$ cat src/rtl/via_irq_pkg.sv
package via_irq_pkg;

    localparam int DATA_W  = 8;
    localparam int NSRC    = DATA_W - 1;
    localparam int SEL_LSB = 9;
    localparam int SEL_W   = 4;
    localparam int SEL_MSB = SEL_LSB + SEL_W - 1;
    localparam int BST_LSB = 4;
    localparam int BST_W   = 2;

    typedef enum logic [SEL_W-1:0] {
        IDX_PB    = 4'd0,
        IDX_PA    = 4'd1,
        IDX_DIRB  = 4'd2,
        IDX_DIRA  = 4'd3,
        IDX_SHIFT = 4'd10,
        IDX_AUXC  = 4'd11,
        IDX_PERC  = 4'd12,
        IDX_FLAG  = 4'd13,
        IDX_ENAB  = 4'd14,
        IDX_PA_NH = 4'd15
    } reg_idx_e;

    typedef struct packed {
        logic [DATA_W-1:0] pb;
        logic [DATA_W-1:0] pa;
        logic [DATA_W-1:0] dirb;
        logic [DATA_W-1:0] dira;
        logic [DATA_W-1:0] shift;
        logic [DATA_W-1:0] auxc;
        logic [DATA_W-1:0] perc;
    } store_t;

    // Top data bit picks set (1) or clear (0) of the low mask bits.
    function automatic logic [NSRC-1:0] enab_update(input logic [NSRC-1:0] cur,
                                                    input logic [DATA_W-1:0] wd);
        if (wd[DATA_W-1]) return cur | wd[NSRC-1:0];
        else              return cur & ~wd[NSRC-1:0];
    endfunction

    function automatic logic [BST_W-1:0] bst_field(input logic [DATA_W-1:0] v);
        return v[BST_LSB +: BST_W];
    endfunction

endpackage

$ cat src/rtl/via_irq_flags.sv
module via_irq_flags
    import via_irq_pkg::*;
(
    input  logic              clk,
    input  logic              rst,
    input  logic [NSRC-1:0]   src_pulse,
    input  logic              flag_wr,
    input  logic              enab_wr,
    input  logic [DATA_W-1:0] wdata,
    output logic [NSRC-1:0]   flags,
    output logic [NSRC-1:0]   enables,
    output logic              irq
);

    logic [NSRC-1:0] clr_mask;
    logic [NSRC-1:0] flags_nxt;
    logic [NSRC-1:0] enab_nxt;

    always_comb begin
        clr_mask  = flag_wr ? wdata[NSRC-1:0] : '0;
        flags_nxt = (flags & ~clr_mask) | src_pulse;
        enab_nxt  = enab_wr ? enab_update(enables, wdata) : enables;
    end

    always_ff @(posedge clk) begin
        if (rst) begin
            flags   <= '0;
            enables <= '0;
        end else begin
            flags   <= flags_nxt;
            enables <= enab_nxt;
        end
    end

    assign irq = |(flags & enables);


    set_wins_chk: assert property (@(posedge clk) disable iff (rst)
        (|src_pulse) |=> ((flags & $past(src_pulse)) == $past(src_pulse)));


    clear_bits_chk: assert property (@(posedge clk) disable iff (rst)
        flag_wr |=> ((flags & $past(wdata[NSRC-1:0] & ~src_pulse)) == '0));


    enab_set_chk: assert property (@(posedge clk) disable iff (rst)
        (enab_wr && wdata[DATA_W-1])
            |=> ((enables & $past(wdata[NSRC-1:0])) == $past(wdata[NSRC-1:0])));


    irq_masked_chk: assert property (@(posedge clk) disable iff (rst)
        (enables == '0) |-> !irq);

endmodule

$ cat src/rtl/via_port_store.sv
module via_port_store
    import via_irq_pkg::*;
(
    input  logic              clk,
    input  logic              rst,
    input  logic              wr,
    input  reg_idx_e          idx,
    input  logic [DATA_W-1:0] wdata,
    output store_t            regs,
    output logic              bst_chg,
    output logic [BST_W-1:0]  bst_old,
    output logic [BST_W-1:0]  bst_new
);

    logic pb_hit;
    logic field_differs;

    assign pb_hit        = wr && (idx == IDX_PB);
    assign field_differs = bst_field(wdata) != bst_field(regs.pb);

    always_ff @(posedge clk) begin
        if (rst) begin
            regs <= '0;
        end else if (wr) begin
            case (idx)
                IDX_PB:             regs.pb    <= wdata;
                IDX_PA, IDX_PA_NH:  regs.pa    <= wdata;
                IDX_DIRB:           regs.dirb  <= wdata;
                IDX_DIRA:           regs.dira  <= wdata;
                IDX_SHIFT:          regs.shift <= wdata;
                IDX_AUXC:           regs.auxc  <= wdata;
                IDX_PERC:           regs.perc  <= wdata;
                default: ;
            endcase
        end
    end

    always_ff @(posedge clk) begin
        if (rst) begin
            bst_chg <= 1'b0;
            bst_old <= '0;
            bst_new <= '0;
        end else begin
            bst_chg <= pb_hit && field_differs;
            if (pb_hit && field_differs) begin
                bst_old <= bst_field(regs.pb);
                bst_new <= bst_field(wdata);
            end
        end
    end


    strobe_values_chk: assert property (@(posedge clk) disable iff (rst)
        bst_chg |-> (bst_old != bst_new) && (bst_field(regs.pb) == bst_new));

endmodule

$ cat src/rtl/via_irq_unit.sv
module via_irq_unit
    import via_irq_pkg::*;
(
    input  logic                 clk,
    input  logic                 rst,
    input  logic [SEL_MSB:SEL_LSB] reg_addr,
    input  logic                 reg_wr,
    input  logic [DATA_W-1:0]    reg_wdata,
    output logic [DATA_W-1:0]    reg_rdata,
    input  logic [NSRC-1:0]      src_pulse,
    output logic                 irq,
    output logic                 bus_chg,
    output logic [BST_W-1:0]     bus_old,
    output logic [BST_W-1:0]     bus_new
);

    reg_idx_e        idx;
    store_t          regs;
    logic [NSRC-1:0] flags;
    logic [NSRC-1:0] enables;

    assign idx = reg_idx_e'(reg_addr);

    via_irq_flags u_flags (
        .clk       (clk),
        .rst       (rst),
        .src_pulse (src_pulse),
        .flag_wr   (reg_wr && idx == IDX_FLAG),
        .enab_wr   (reg_wr && idx == IDX_ENAB),
        .wdata     (reg_wdata),
        .flags     (flags),
        .enables   (enables),
        .irq       (irq)
    );

    via_port_store u_store (
        .clk     (clk),
        .rst     (rst),
        .wr      (reg_wr),
        .idx     (idx),
        .wdata   (reg_wdata),
        .regs    (regs),
        .bst_chg (bus_chg),
        .bst_old (bus_old),
        .bst_new (bus_new)
    );

    always_comb begin
        case (idx)
            IDX_PB:            reg_rdata = regs.pb;
            IDX_PA, IDX_PA_NH: reg_rdata = regs.pa;
            IDX_DIRB:          reg_rdata = regs.dirb;
            IDX_DIRA:          reg_rdata = regs.dira;
            IDX_SHIFT:         reg_rdata = regs.shift;
            IDX_AUXC:          reg_rdata = regs.auxc;
            IDX_PERC:          reg_rdata = regs.perc;
            IDX_FLAG:          reg_rdata = {irq, flags};
            IDX_ENAB:          reg_rdata = {1'b1, enables};
            default:           reg_rdata = '0;
        endcase
    end


    flag_summary_chk: assert property (@(posedge clk) disable iff (rst)
        (idx == IDX_FLAG) |-> (reg_rdata[DATA_W-1] == irq));


    hole_read_chk: assert property (@(posedge clk) disable iff (rst)
        (reg_addr >= 4'd4 && reg_addr <= 4'd9) |-> (reg_rdata == '0));

endmodule

$ cat config.mk
export PLATFORM = sky130hd
export DESIGN_NAME = via_irq_unit
export DESIGN_NICKNAME = d
export VERILOG_FILES = /design/src/rtl/via_irq_pkg.sv /design/src/rtl/via_irq_flags.sv /design/src/rtl/via_port_store.sv /design/src/rtl/via_irq_unit.sv
export SDC_FILE = /design/constraint.sdc
export NUM_CORES = 1
export LEC_CHECK = 0
export BUFFER_PORTS_ARGS = -buffer_cell sky130_fd_sc_hd__buf_4
export CAP_MARGIN = 10
export CORE_MARGIN = 2
export CORE_UTILIZATION = 30
export CTS_BUF_LIST = sky130_fd_sc_hd__clkbuf_4 sky130_fd_sc_hd__clkbuf_8
export DETAILED_ROUTE_END_ITERATION = 10
export PLACE_DENSITY = 0.44
export SETUP_SLACK_MARGIN = 0.2
export SLEW_MARGIN = 25
export SYNTH_ARGS = -nofsm -noshare
export SYNTH_HDL_FRONTEND = slang
export SYNTH_SLANG_ARGS = --single-unit
export TNS_END_PERCENT = 10
$ cat constraint.sdc
create_clock -name clk -period 2.2 [get_ports clk]
set_input_delay 0.11 -clock clk [delete_from_list [all_inputs] [get_ports clk]]
set_output_delay 0.11 -clock clk [all_outputs]
set_load 0.02 [all_outputs]
=== After elaboration in Yosys (flattened, before gate mapping) ===
Index checks and enable logic that the tools add are counted.
W data, S select, Z words.

* Bitwise logic cells: 7
* Eq/ne operators: 10
* Multiplexer cells: 3
* Reduce and logical (&&, ||, !) cells: 14

{| class="wikitable"
|+ Operators with widths
! operator !! number
|-
| $pmux W8 S9 || 1
|-
| $eq A4 B4 Y1 const B || 6
|-
| $and A7 B7 Y7 || 3
|-
| $mux W7 || 2
|-
| $not A7 Y7 || 2
|-
| $or A7 B7 Y7 || 2
|-
| $reduce_and A2 Y1 || 7
|-
| $eq A4 B2 Y1 const B || 2
|-
| $reduce_or A7 Y1 || 1
|-
| $eq A4 B1 Y1 const B || 1
|-
| $logic_and A1 B1 Y1 || 4
|-
| $logic_not A4 Y1 || 1
|-
| $ne A2 B2 Y1 || 1
|-
| $reduce_or A2 Y1 || 1
|}

* Flip-flop bits (word level): 75
* Word-level logic and storage cells: 46
* Output and inout port bits: 14

=== Longest topological paths before layout ===
Gate-level depths: netlist (run 1).

* Depth after elaboration: 6
* Gate-level depth with buffers: 7
* Mapped depth without buffers: 4

=== Hierarchy ===
A second synthesis (run 1) with hierarchy kept.

* Cells, all modules: 447
* Area total of the unflattened synthesis: 3858.7 sq um

{| class="wikitable"
|+ By module, submodules not included
! module !! instances !! cells an instance !! area each (sq um) !! seq. area each (sq um)
|-
| via_port_store || 1 || 290 || 2489.9 || 1221.2
|-
| via_irq_unit || 1 || 102 || 768.2 || 0.0
|-
| via_irq_flags || 1 || 55 || 600.6 || 280.3
|}

=== Least setup slack after synthesis (run 1) ===
Ideal clock, no wire load.

* Kind: reg-to-output
* Start: register u_flags.flags[4]
* End: output reg_rdata[7]
* Buffers on the path: 0
* Path slack: 814 ps
* Arrival time: 1276 ps
* Stages on the path, launching flop included: 5
* Cell sequence: dfxtp_1 > a222oi_1 > nand3_1 > a32oi_1 > nand2_1

* Cells in the longest elaborated chain, start to end: 3

{| class="wikitable"
|+ RTL lines
! item !! RTL line !! source
|-
| start, declared || via_irq_flags.sv:10 || <nowiki>output logic [NSRC-1:0] flags,</nowiki>
|-
| start signal, assigned || via_irq_flags.sv:30 || <nowiki>flags <= flags_nxt;</nowiki>
|-
| $and A7 B7 Y7 || via_irq_flags.sv:35 || <nowiki>assign irq = |(flags & enables);</nowiki>
|-
| $reduce_or A7 Y1 || via_irq_flags.sv:35 ||
|-
| net irq || via_irq_unit.sv:11 || <nowiki>output logic irq,</nowiki>
|-
| $pmux W8 S9 || via_irq_unit.sv:49 || <nowiki>case (idx)</nowiki>
|-
| end, declared || via_irq_unit.sv:9 || <nowiki>output logic [DATA_W-1:0] reg_rdata,</nowiki>
|}

The timed path passes the listed nets, and every way through them passes these cells.

==> results of run 1 <==
## kinds of logic after synthesis
| family | synth area share [%] |
|---|---|
| and+or+nand+nor | 20.2 |
| muxes | 13.5 |
| xor gates and xnor gates | 0.491 |
| DFF | 42.1 |
| buffers and inverters | 5.61 |
| AOI/OAI and AO/OA | 18.0 |
## worst register-to-register path, cell delays in order, from the launching register on
cell and delay [ps]:
dfxtp_1 460, xor2_1 120, o2111ai_2 410, mux2i_1 230, nor2_1 50
## flip-flops by register name (all words and copies together) (netlist names), named ones only
name             count
u_flags.flags        7
u_store.bst_old      2
u_store.regs        56
u_store.bst_new      2
u_store.bst_chg      1
## timing repair
action,4_1_cts,5_1_grt
resized for setup,0,1
endpoints found under the setup margin,0,1
hold buffers,7,0
hold endpoints to repair,7,0
buffers inserted,0,1
## power by group
part / leakage (nW) / switching (mW) / internal, mW
Sequential: 0.608 / 0.0192 / 1.38
Combinational: 1.06 / 0.186 / 0.0983
Clock: 0.119 / 0.511 / 0.695
Total: 1.79 / 0.717 / 2.17
## area by class of cell
class	instances	area (µm²)
fill	1177	7370
multi-input combinational	288	1870
sequential	75	1500
timing repair buffer	47	370
tap	143	179
clock buffer	11	151
clock inverter	5	75.1
inverter	1	3.75
## synth_stat cells, types with 2 or more instances
cell type / n / area, µm²
nor2_4: 3 / 33.8
nand3_2: 2 / 20.0
nand3_1: 27 / 135
o21ai_1: 14 / 70.1
xor2_1: 2 / 17.5
o221ai_1: 2 / 17.5
a22oi_1: 13 / 97.6
a21oi_1: 31 / 155
a32oi_1: 6 / 52.6
a22o_1: 5 / 43.8
mux2i_1: 46 / 460
nor2_1: 52 / 195
buf_4: 5 / 37.5
mux2_1: 2 / 22.5
and2b_1: 2 / 15.0
and3b_1: 2 / 17.5
nor2_2: 3 / 18.8
o22ai_1: 4 / 25.0
o21ai_0: 2 / 10.0
buf_2: 10 / 50.1
buf_6: 4 / 45.0
a221oi_1: 5 / 43.8
a211o_1: 2 / 17.5
nand2_1: 30 / 113
nor2b_1: 2 / 12.5
and3_1: 3 / 18.8
nor3_1: 3 / 15.0
and2_1: 4 / 25.0
nand2b_1: 3 / 18.8
clkbuf_1: 16 / 60.1
dfxtp_1: 75 / 1500
## through the flow
stage                     power [mW]  setup slack [ps]  instances
final                           2.89               351        570
after global routing            3.01               220        570
after CTS                       2.93               306        569
after detailed placement        1.71               553        546
after global placement          1.71               547        546
after floorplan                 1.62               814        400
## path summary, 6_finish.rpt
path,start,to,cells after the start
max,flop,reg_rdata[7],5
min reg2reg,u_store.regs[6],u_store.regs[6],2
min,reg_wdata[1],u_store.regs[17],3
max reg2reg,u_store.regs[52],u_store.bst_old[0],4
## per-layer routing
metal	share of wire [%]	global-route usage [%]	up-vias	routed length, µm
met4	1.5	6.50	0	163
met2	47	27.6	72	5010
li1	-	-	1474	-
met3	4.7	3.37	14	502
met5	0	0	-	0
met1	46	22.6	1436	4920
## cell usage in the layout, fill, tap and decap left out, types with 2 or more instances in the layout
master | Yosys | final
dfxtp_1 | 75 | 74
nor2_1 | 52 | 52
mux2i_1 | 46 | 46
buf_4 | 5 | 40
a21oi_1 | 31 | 31
nand2_1 | 30 | 30
nand3_1 | 27 | 27
o21ai_1 | 14 | 14
a22oi_1 | 13 | 13
clkbuf_8 | 0 | 11
dlygate4sd3_1 | 0 | 7
a32oi_1 | 6 | 6
a221oi_1 | 5 | 5
a22o_1 | 5 | 5
and2_1 | 4 | 4
o22ai_1 | 4 | 4
nor2_2 | 3 | 3
nand2b_1 | 3 | 3
nor2_4 | 3 | 3
and3_1 | 3 | 3
nor3_1 | 3 | 3
clkinv_2 | 0 | 3
nor2b_1 | 2 | 2
and2b_1 | 2 | 2
and3b_1 | 2 | 2
o21ai_0 | 2 | 2
a211o_1 | 2 | 2
mux2_1 | 2 | 2
o221ai_1 | 2 | 2
nand3_2 | 2 | 2
xor2_1 | 2 | 2
bufinv_16 | 0 | 2
==> impl_metrics.tcl, run 1 <==
set metrics [dict create \
    status "finished clean" \
    clk_path_buf_depth 2 \
    synth_ff_type "dfxtp_1" \
    hold_path.class "input port to flop" \
    yosysSeqAreaShare_pct 42.1 \
    ys_seq_elements 75 \
    gp_congestion 0.797 \
    antenna_cells 0 \
    grt_max_degree 76 \
    cp_cell_sequence "a222oi_1 -> nand3_1 -> a32oi_1 -> nand2_1 -> buf_4" \
    placed_cell_area_um2 3840 \
    timing.critical_path.buf_inv 1 \
    post_drt_wl_per_cell_um 18.6 \
    drive_gt1_share_pct 17.3 \
    syn2layout_area_growth_pct 16.3 \
    synth_edf_count 0 \
    drtIter0Drc 140 \
    fin_area_um2 4150 \
    port-buffer-count 35 \
    cts_root_buf "clkbuf_8" \
    nets 444 \
    grt_overflow 0 \
    syn_area_per_cell_um2 8.92 \
    synth.cell_area_um2 3570 \
    period_share_pct 84.0 \
    final.min_clock_period_ps 1850 \
    antenna_found_initial 0 \
    clkSlewWorstSetupHoldPaths_ps 80 \
    crit_required_ps 2090 \
    synth.distinct_cells 51 \
    h-tree-depth 3 \
    cts_made_buffers 9 \
    viasPerCell 5.26 \
    io-pin-count 36 \
    grt_pass1_vias 2954 \
    max-cap-violations 0 \
    crit_family "compound AO/OA/AOI/OAI gates" \
    die_w_um 113 \
    finClkSkew_ps 3.45 \
    yosysWarnings 0 \
    core-area_um2 11500 \
    design.die.area_um2 12800 \
    maxSlewViolCount 0 \
    synthesis.nets 422 \
    tritoncts "built" \
    dr.pass1.iters 4 \
    path_max_fanout 3 \
    postSynthCellCount 400 \
    fin_util_pct 36.0 \
    leakage_nw 1.79 \
    grt_first_pass_wirelength_um 16700 \
    timing.fmax_ghz 0.541 \
    critPathMaxStageDelay_ps 350 \
    async_flop_share_pct 0 \
    clkLatencyLatePin_ps 350 \
    fp.dieH_um 113 \
    crit_arrival_ps 1740 \
    drc_errors 0 \
    finalWirelength_um 10600 \
    slew_headroom_pct 45.4 \
    cts.sinks 75 \
    cp-end-kind "output pin" \
    tightest_slew_ps 819 \
    grt_util_all_layers_pct 17.1 \
    setup_viol 0 \
    reg2reg_slack_ps 790 \
    irDropWorstVdd_mv 0.317 \
    hold_violations 0 \
    grt_setup_unrepaired "no" \
    hpwl_um 7270 \
    rows 39 \
    cp-start-kind "flop" \
    power_density_nw_per_um2 697 \
    detail-route-antenna-nets 0 \
    initial_utilization_pct 31.0 \
    worst_hold_slack_ps 80.8 \
    slowest_stage "dfxtp_2" \
    vias 2996 \
    tns_ps 0 \
    path_class "flop to output pin" \
]
(Power assumes the default switching activity.)
==> run 2, diff against run 1 <==
--- a/config.mk
+++ b/config.mk
@@ -5,13 +5,14 @@
 export SDC_FILE = /design/constraint.sdc
 export NUM_CORES = 1
 export LEC_CHECK = 0
+export ABC_AREA = 1
 export BUFFER_PORTS_ARGS = -buffer_cell sky130_fd_sc_hd__buf_4
 export CAP_MARGIN = 10
 export CORE_MARGIN = 2
 export CORE_UTILIZATION = 30
 export CTS_BUF_LIST = sky130_fd_sc_hd__clkbuf_4 sky130_fd_sc_hd__clkbuf_8
 export DETAILED_ROUTE_END_ITERATION = 10
-export PLACE_DENSITY = 0.44
+export PLACE_DENSITY = 0.46
 export SETUP_SLACK_MARGIN = 0.2
 export SLEW_MARGIN = 25
 export SYNTH_ARGS = -nofsm -noshare
==> constraint.sdc (replaced) <==
create_clock -name clk -period 1.6 [get_ports clk]
set_input_delay 0.08 -clock clk [delete_from_list [all_inputs] [get_ports clk]]
set_output_delay 0.08 -clock clk [all_outputs]
set_load 0.02 [all_outputs]
==> run 2 against run 1 <==
Against the previous run:
- die area increased by 0.81%
- cell count increased by 25%
- worst setup slack worse by 200 ps
- design area grew 3.9%
- count of clock-buffer cells in the layout is 3 higher
- critical path depth grew 2
- sequential share of layout area fell by 1.1 points
- wire length rose by 7.9%
- power grew 29%
- utilization increased by 1.2 points
- critical endpoint unchanged
==> impl_metrics.tcl, run 2 <==
set metrics [dict create \
    status "finished clean" \
    viasPerCell 4.92 \
    vias 3518 \
    clk_path_buf_depth 2 \
    max-cap-violations 0 \
    io-pin-count 36 \
    yosysWarnings 0 \
    ys_top_cells_by_count "nand2_1, dfxtp_1, nand3_1, a21oi_1, nor2_1" \
    maxSlewViolCount 0 \
    largestRegisters "u_store.regs x56, u_flags.flags x7" \
    final_cells 715 \
    dr.pass1.iters 4 \
    initial_utilization_pct 31.1 \
    crit_required_ps 1520 \
    final.min_clock_period_ps 1450 \
    tightest_slew_ps 476 \
    h-tree-depth 3 \
    grt_pass1_vias 3333 \
    regMostFlops "u_store.regs" \
    synthesis.nets 556 \
    synth_ff_type "dfxtp_1" \
    fp.dieH_um 114 \
    cp-end-kind "output pin" \
    finClkSkew_ps 1.85 \
    cp-start-kind "flop" \
    timing.fmax_ghz 0.689 \
    synth_top_cell_by_area "dfxtp_1" \
    syn2layout_area_growth_pct 19.8 \
    largest_reg_flops 56 \
    cp_common_cell "nand2_1" \
    synth.distinct_cells 22 \
    cp_cell_sequence "nand2_1 -> nand2_1 -> nor2_2 -> a21oi_2 -> nor2_1 -> nand2_1 -> buf_6" \
    slew_headroom_pct 68.2 \
    cts_root_buf "clkbuf_8" \
    grt_max_degree 40 \
    critPathMaxStageDelay_ps 360 \
    syn_area_per_cell_um2 6.74 \
    antenna_cells 0 \
    finalWirelength_um 11400 \
    yosysSeqAreaShare_pct 41.7 \
    synth_top_area_share_pct 41.7 \
    cts.sinks 75 \
    mostFrequentLayoutCells "nand2_1, nand3_1, a21oi_1, dfxtp_1, nor2_1" \
    path_max_fanout 3 \
    fin_area_um2 4310 \
    grt_overflow 0 \
    hold_violations 0 \
    synth.cell_area_um2 3600 \
    power_density_nw_per_um2 869 \
    ys_seq_elements 75 \
    cts_made_buffers 9 \
    path_class "flop to output pin" \
    period_share_pct 90.7 \
    crit_arrival_ps 1370 \
    die_w_um 114 \
    grt_first_pass_wirelength_um 18300 \
    setup_viol 0 \
    hold_path.class "input port to flop" \
    irDropWorstVdd_mv 0.441 \
    placed_cell_area_um2 4000 \
    nets 589 \
    slowest_stage "dfxtp_1" \
    core-area_um2 11600 \
    drtIter0Drc 220 \
    grt_setup_unrepaired "yes" \
    detail-route-antenna-nets 0 \
    leakage_nw 1.73 \
    design.die.area_um2 12900 \
    tritoncts "built" \
    drc_errors 0 \
    yosysMostFrequentCell "nand2_1" \
    async_flop_share_pct 0 \
    clkSlewWorstSetupHoldPaths_ps 70 \
    antenna_found_initial 0 \
    mostFrequentLayoutCell "nand2_1" \
    place_inst 691 \
    tns_ps 0 \
    post_drt_wl_per_cell_um 16.0 \
    synth_area_leaders "dfxtp_1, nand2_1, nand3_1, a21oi_1, o21ai_0" \
    grt_util_all_layers_pct 18.7 \
    crit_family "flip-flops" \
    hpwl_um 7940 \
    gp_congestion 0.806 \
    postSynthCellCount 534 \
    clkLatencyLatePin_ps 360 \
    timing.critical_path.buf_inv 1 \
    port-buffer-count 35 \
    rows 39 \
    synth_edf_count 0 \
    drive_gt1_share_pct 17.0 \
]
-- run 2: changes by cell type after synthesis, moves of 36 or more --
cell     delta
nand2_1   +102
mux2i_1    -46
nand3_1    +44
inv_1      +41
a21oi_1    +37
o21ai_0    +36
-- run 2: layout make-up --
class	instances	area, µm²
Sequential cell	75	1510
Tap cell	143	179
Timing Repair Buffer	57	487
Clock inverter	2	10.0
Multi-Input combinational cell	379	1780
Fill cell	1246	7260
Clock buffer	14	174
Inverter	45	169
-- run 2: path summary, 6_finish.rpt --
kind / start / slack [ps] / end / cells past startpoint
max: u_flags.flags[4] / 150 / reg_rdata[7] / 7
min: reg_wdata[3] / 50 / u_store.regs[51] / 3
max reg2reg: u_store.regs[53] / 450 / u_store.bst_old[0] / 7
min reg2reg: u_store.regs[1] / 450 / u_store.regs[1] / 2
-- run 2: cell families (layout without fill, tap and decap cells) --
| kind of cell | after synthesis | in the layout | synth area share, % |
|---|---|---|---|
| buffers and inverters | 80 | 118 | 9.70 |
| AOI/OAI and AO/OA | 108 | 108 | 15.2 |
| and+or+nand+nor | 271 | 271 | 33.4 |
| DFF | 75 | 75 | 41.7 |
-- run 2: timing repair --
action / in CTS / in global routing
endpoints found under the setup margin: 6 / 9
setup buffers: 1 / 0
hold buffers: 7 / 0
gates resized for setup: 12 / 11
pin swaps: 3 / 7
endpoints found under the hold margin: 7 / 0
-- run 2: per-stage QoR --
step                hold WS [ps]  power [mW]  setup slack (ps)  utilization [%]
global placement             288        2.37              78.6             34.6
global route                47.1        3.91              75.7             37.3
CTS                         32.9        3.79               114             37.0
finish                      46.8        3.74               149             37.3
detailed placement           293        2.38               103             34.6
floorplan                    197        2.21               584                -
-- run 2: worst min-delay path, delay by kind of cell --
kind                   cells  cell delay [ps]
AO/OA/AOI/OAI              1               50
buffers and inverters      1              160
AND/OR/NAND/NOR            1               70
-- run 2: layer usage --
metal  track usage [%]  part of all wire, %
met1              24.6                   47
met2              30.6                   47
met3              3.67                  3.6
met4              6.75                  2.3
met5                 0                    0
-- run 2: where the power goes --
| group | total (mW) | internal (mW) | switching, mW |
|---|---|---|---|
| Sequential | 1.94 | 1.91 | 0.0286 |
| Combinational | 0.413 | 0.144 | 0.269 |
| Clock | 1.39 | 0.696 | 0.693 |
==> run 3, diff against run 2 <==
--- a/config.mk
+++ b/config.mk
@@ -6,13 +6,14 @@
 export NUM_CORES = 1
 export LEC_CHECK = 0
 export ABC_AREA = 1
-export BUFFER_PORTS_ARGS = -buffer_cell sky130_fd_sc_hd__buf_4
 export CAP_MARGIN = 10
 export CORE_MARGIN = 2
 export CORE_UTILIZATION = 30
 export CTS_BUF_LIST = sky130_fd_sc_hd__clkbuf_4 sky130_fd_sc_hd__clkbuf_8
 export DETAILED_ROUTE_END_ITERATION = 10
-export PLACE_DENSITY = 0.46
+export DONT_BUFFER_PORTS = 1
+export PLACE_DENSITY = 0.43
+export RECOVER_POWER = 25
 export SETUP_SLACK_MARGIN = 0.2
 export SLEW_MARGIN = 25
 export SYNTH_ARGS = -nofsm -noshare
==> run 3 against run 2 <==
Against the previous run:
- largest power group unchanged
- design area is 3.3% lower
- wire length is 4.8% higher
- worst hold slack worse by 6.8 ps
- global-route usage is 1.1 points higher
- highest routed layer unchanged
- sequential share of layout area is 1.0 points higher
- clock skew is 3.8 ps higher
- count of clock-buffer cells in the layout is 2 higher
- utilization is 1.2 points lower
- first-iteration DRC count is 42% higher
- non-clock buffer count is 22 lower
==> impl_metrics.tcl, run 3 (synthesized netlist as in run 2, its figures left out) <==
set metrics [dict create \
    cp-end-kind "flop" \
    cts_made_buffers 9 \
    slowest_stage "dlygate4sd3_1" \
    antenna_cells 0 \
    grt_util_all_layers_pct 19.8 \
    io-pin-count 36 \
    antenna_found_initial 0 \
    grt_max_degree 37 \
    hold_violations 0 \
    grt_pass1_vias 3373 \
    period_share_pct 87.3 \
    drive_gt1_share_pct 9.09 \
    design.die.area_um2 12900 \
    nets 567 \
    crit_family "buffers and inverters" \
    multi_input_area_um2 1740 \
    drc_errors 0 \
    tritoncts "built" \
    crit_required_ps 1920 \
    finClkSkew_ps 5.63 \
    cp_cell_sequence "dlygate4sd3_1 -> nand3_2 -> buf_4 -> nand2_1 -> a21oi_1 -> dlygate4sd3_1" \
    status "finished clean" \
    largest_reg_flops 56 \
    hold_path.class "input port to flop" \
    worst_hold_slack_ps 39.9 \
    detail-route-antenna-nets 0 \
    port-buffer-count 0 \
    hpwl_um 8050 \
    grt_first_pass_wirelength_um 19000 \
    layout.area.seq_um2 1510 \
    irDropWorstVdd_mv 0.353 \
    largestRegisters "u_store.regs x56, u_flags.flags x7" \
    power_mw 3.86 \
    place_inst 652 \
    maxSlewViolCount 0 \
    leakage_nw 1.63 \
    grt_busiest_layer "met2" \
    clkLatencyLatePin_ps 370 \
    fin_util_pct 36.0 \
    gp_congestion 0.792 \
    h-tree-depth 3 \
    cp-start-kind "input port" \
    setup_viol 0 \
    grt_use_met1_pct 27.9 \
    mostFrequentLayoutCell "nand2_1" \
    cts_root_buf "clkbuf_8" \
    mostFrequentLayoutCells "nand2_1, nand3_1, dfxtp_1, a21oi_1, nor2_1" \
    grt_setup_unrepaired "yes" \
    timing.critical_path.buf_inv 3 \
    final.min_clock_period_ps 1400 \
    die_w_um 114 \
    fp.dieH_um 114 \
    syn2layout_area_growth_pct 15.9 \
    tightest_slew_ps 679 \
    timing.fmax_ghz 0.716 \
    rows 39 \
    n_fill_cell 1273 \
    crit_arrival_ps 1720 \
    dr.pass1.iters 4 \
    power_density_nw_per_um2 925 \
    tns_ps 0 \
    post_drt_wl_per_cell_um 17.3 \
    clk_path_buf_depth 2 \
    cts.sinks 75 \
    path_max_fanout 13 \
    grt_overflow 0 \
    viasPerCell 4.99 \
    drtIter0Drc 312 \
    clkSlewWorstSetupHoldPaths_ps 80 \
    path_class "input port to flop" \
    slew_headroom_pct 54.6 \
    initial_utilization_pct 31.1 \
    use_met2_pct 29.2 \
    regMostFlops "u_store.regs" \
    cp_common_cell "dlygate4sd3_1" \
    final_cells 693 \
    finalWirelength_um 12000 \
    critPathMaxStageDelay_ps 580 \
    gr-usage-met3_pct 4.09 \
    core-area_um2 11600 \
    vias 3458 \
    max-cap-violations 0 \
]
-- run 3: cell types whose count changed in the layout (fill, tap and decap cells not counted), moves of 4 or more --
cell	previous run	this run
buf_4	46	10
clkbuf_8	11	15
dfxtp_1	66	71
dfxtp_2	9	4
dlygate4sd3_1	7	21
-- run 3: final timing paths --
| kind | from | endpoint | slack (ps) | depth (start not counted) |
|---|---|---|---|---|
| worst max-delay path | reg_wr | u_store.regs[54] | 200 | 6 |
| worst min-delay path | reg_wdata[5] | u_store.regs[45] | 40 | 4 |
| worst max register to register | u_store.regs[35] | u_store.regs[35] | 480 | 3 |
| worst min register to register | u_store.regs[13] | u_store.regs[13] | 450 | 2 |
-- run 3: area by class of cell --
cell class / instances / area share [%]
inverters: 45 / 4.05
well taps: 143 / 4.29
flip-flops and latches: 75 / 36.1
repair buffers: 35 / 8.58
clock buffers: 16 / 5.13
multi-input cells: 379 / 41.8
-- run 3: worst register-to-register path: stages (launching register included) --
cell,delay (ps)
dfxtp_1,340
nand2_1,60
a21oi_1,130
dlygate4sd3_1,550
-- run 3: per-layer routing --
layer | up-vias | share of wire (%)
met5 | - | 0
met4 | 0 | 2.6
met3 | 18 | 6.1
met2 | 93 | 44
met1 | 1594 | 48
li1 | 1753 | -
-- run 3: what timing repair did --
action	in CTS	in global routing
setup endpoints to repair	6	14
gates resized for setup	8	8
hold endpoints to repair	75	0
setup buffers	0	1
hold buffers	24	0
gates cloned	0	0
pin swaps	2	1
-- run 3: per-stage QoR --
step | area, µm² | worst slack (ps)
3_5_place_dp | 3680 | 192
4_1_cts | 4180 | 168
3_3_place_gp | 3680 | 167
6_report | 4170 | 203
2_1_floorplan | 3600 | 584
5_1_grt | 4170 | 66.8
-- run 3: report_power, final --
group | switching (mW) | internal [mW]
Sequential | 0.0278 | 1.91
Combinational | 0.243 | 0.117
Clock | 0.719 | 0.838
Total | 0.990 | 2.87
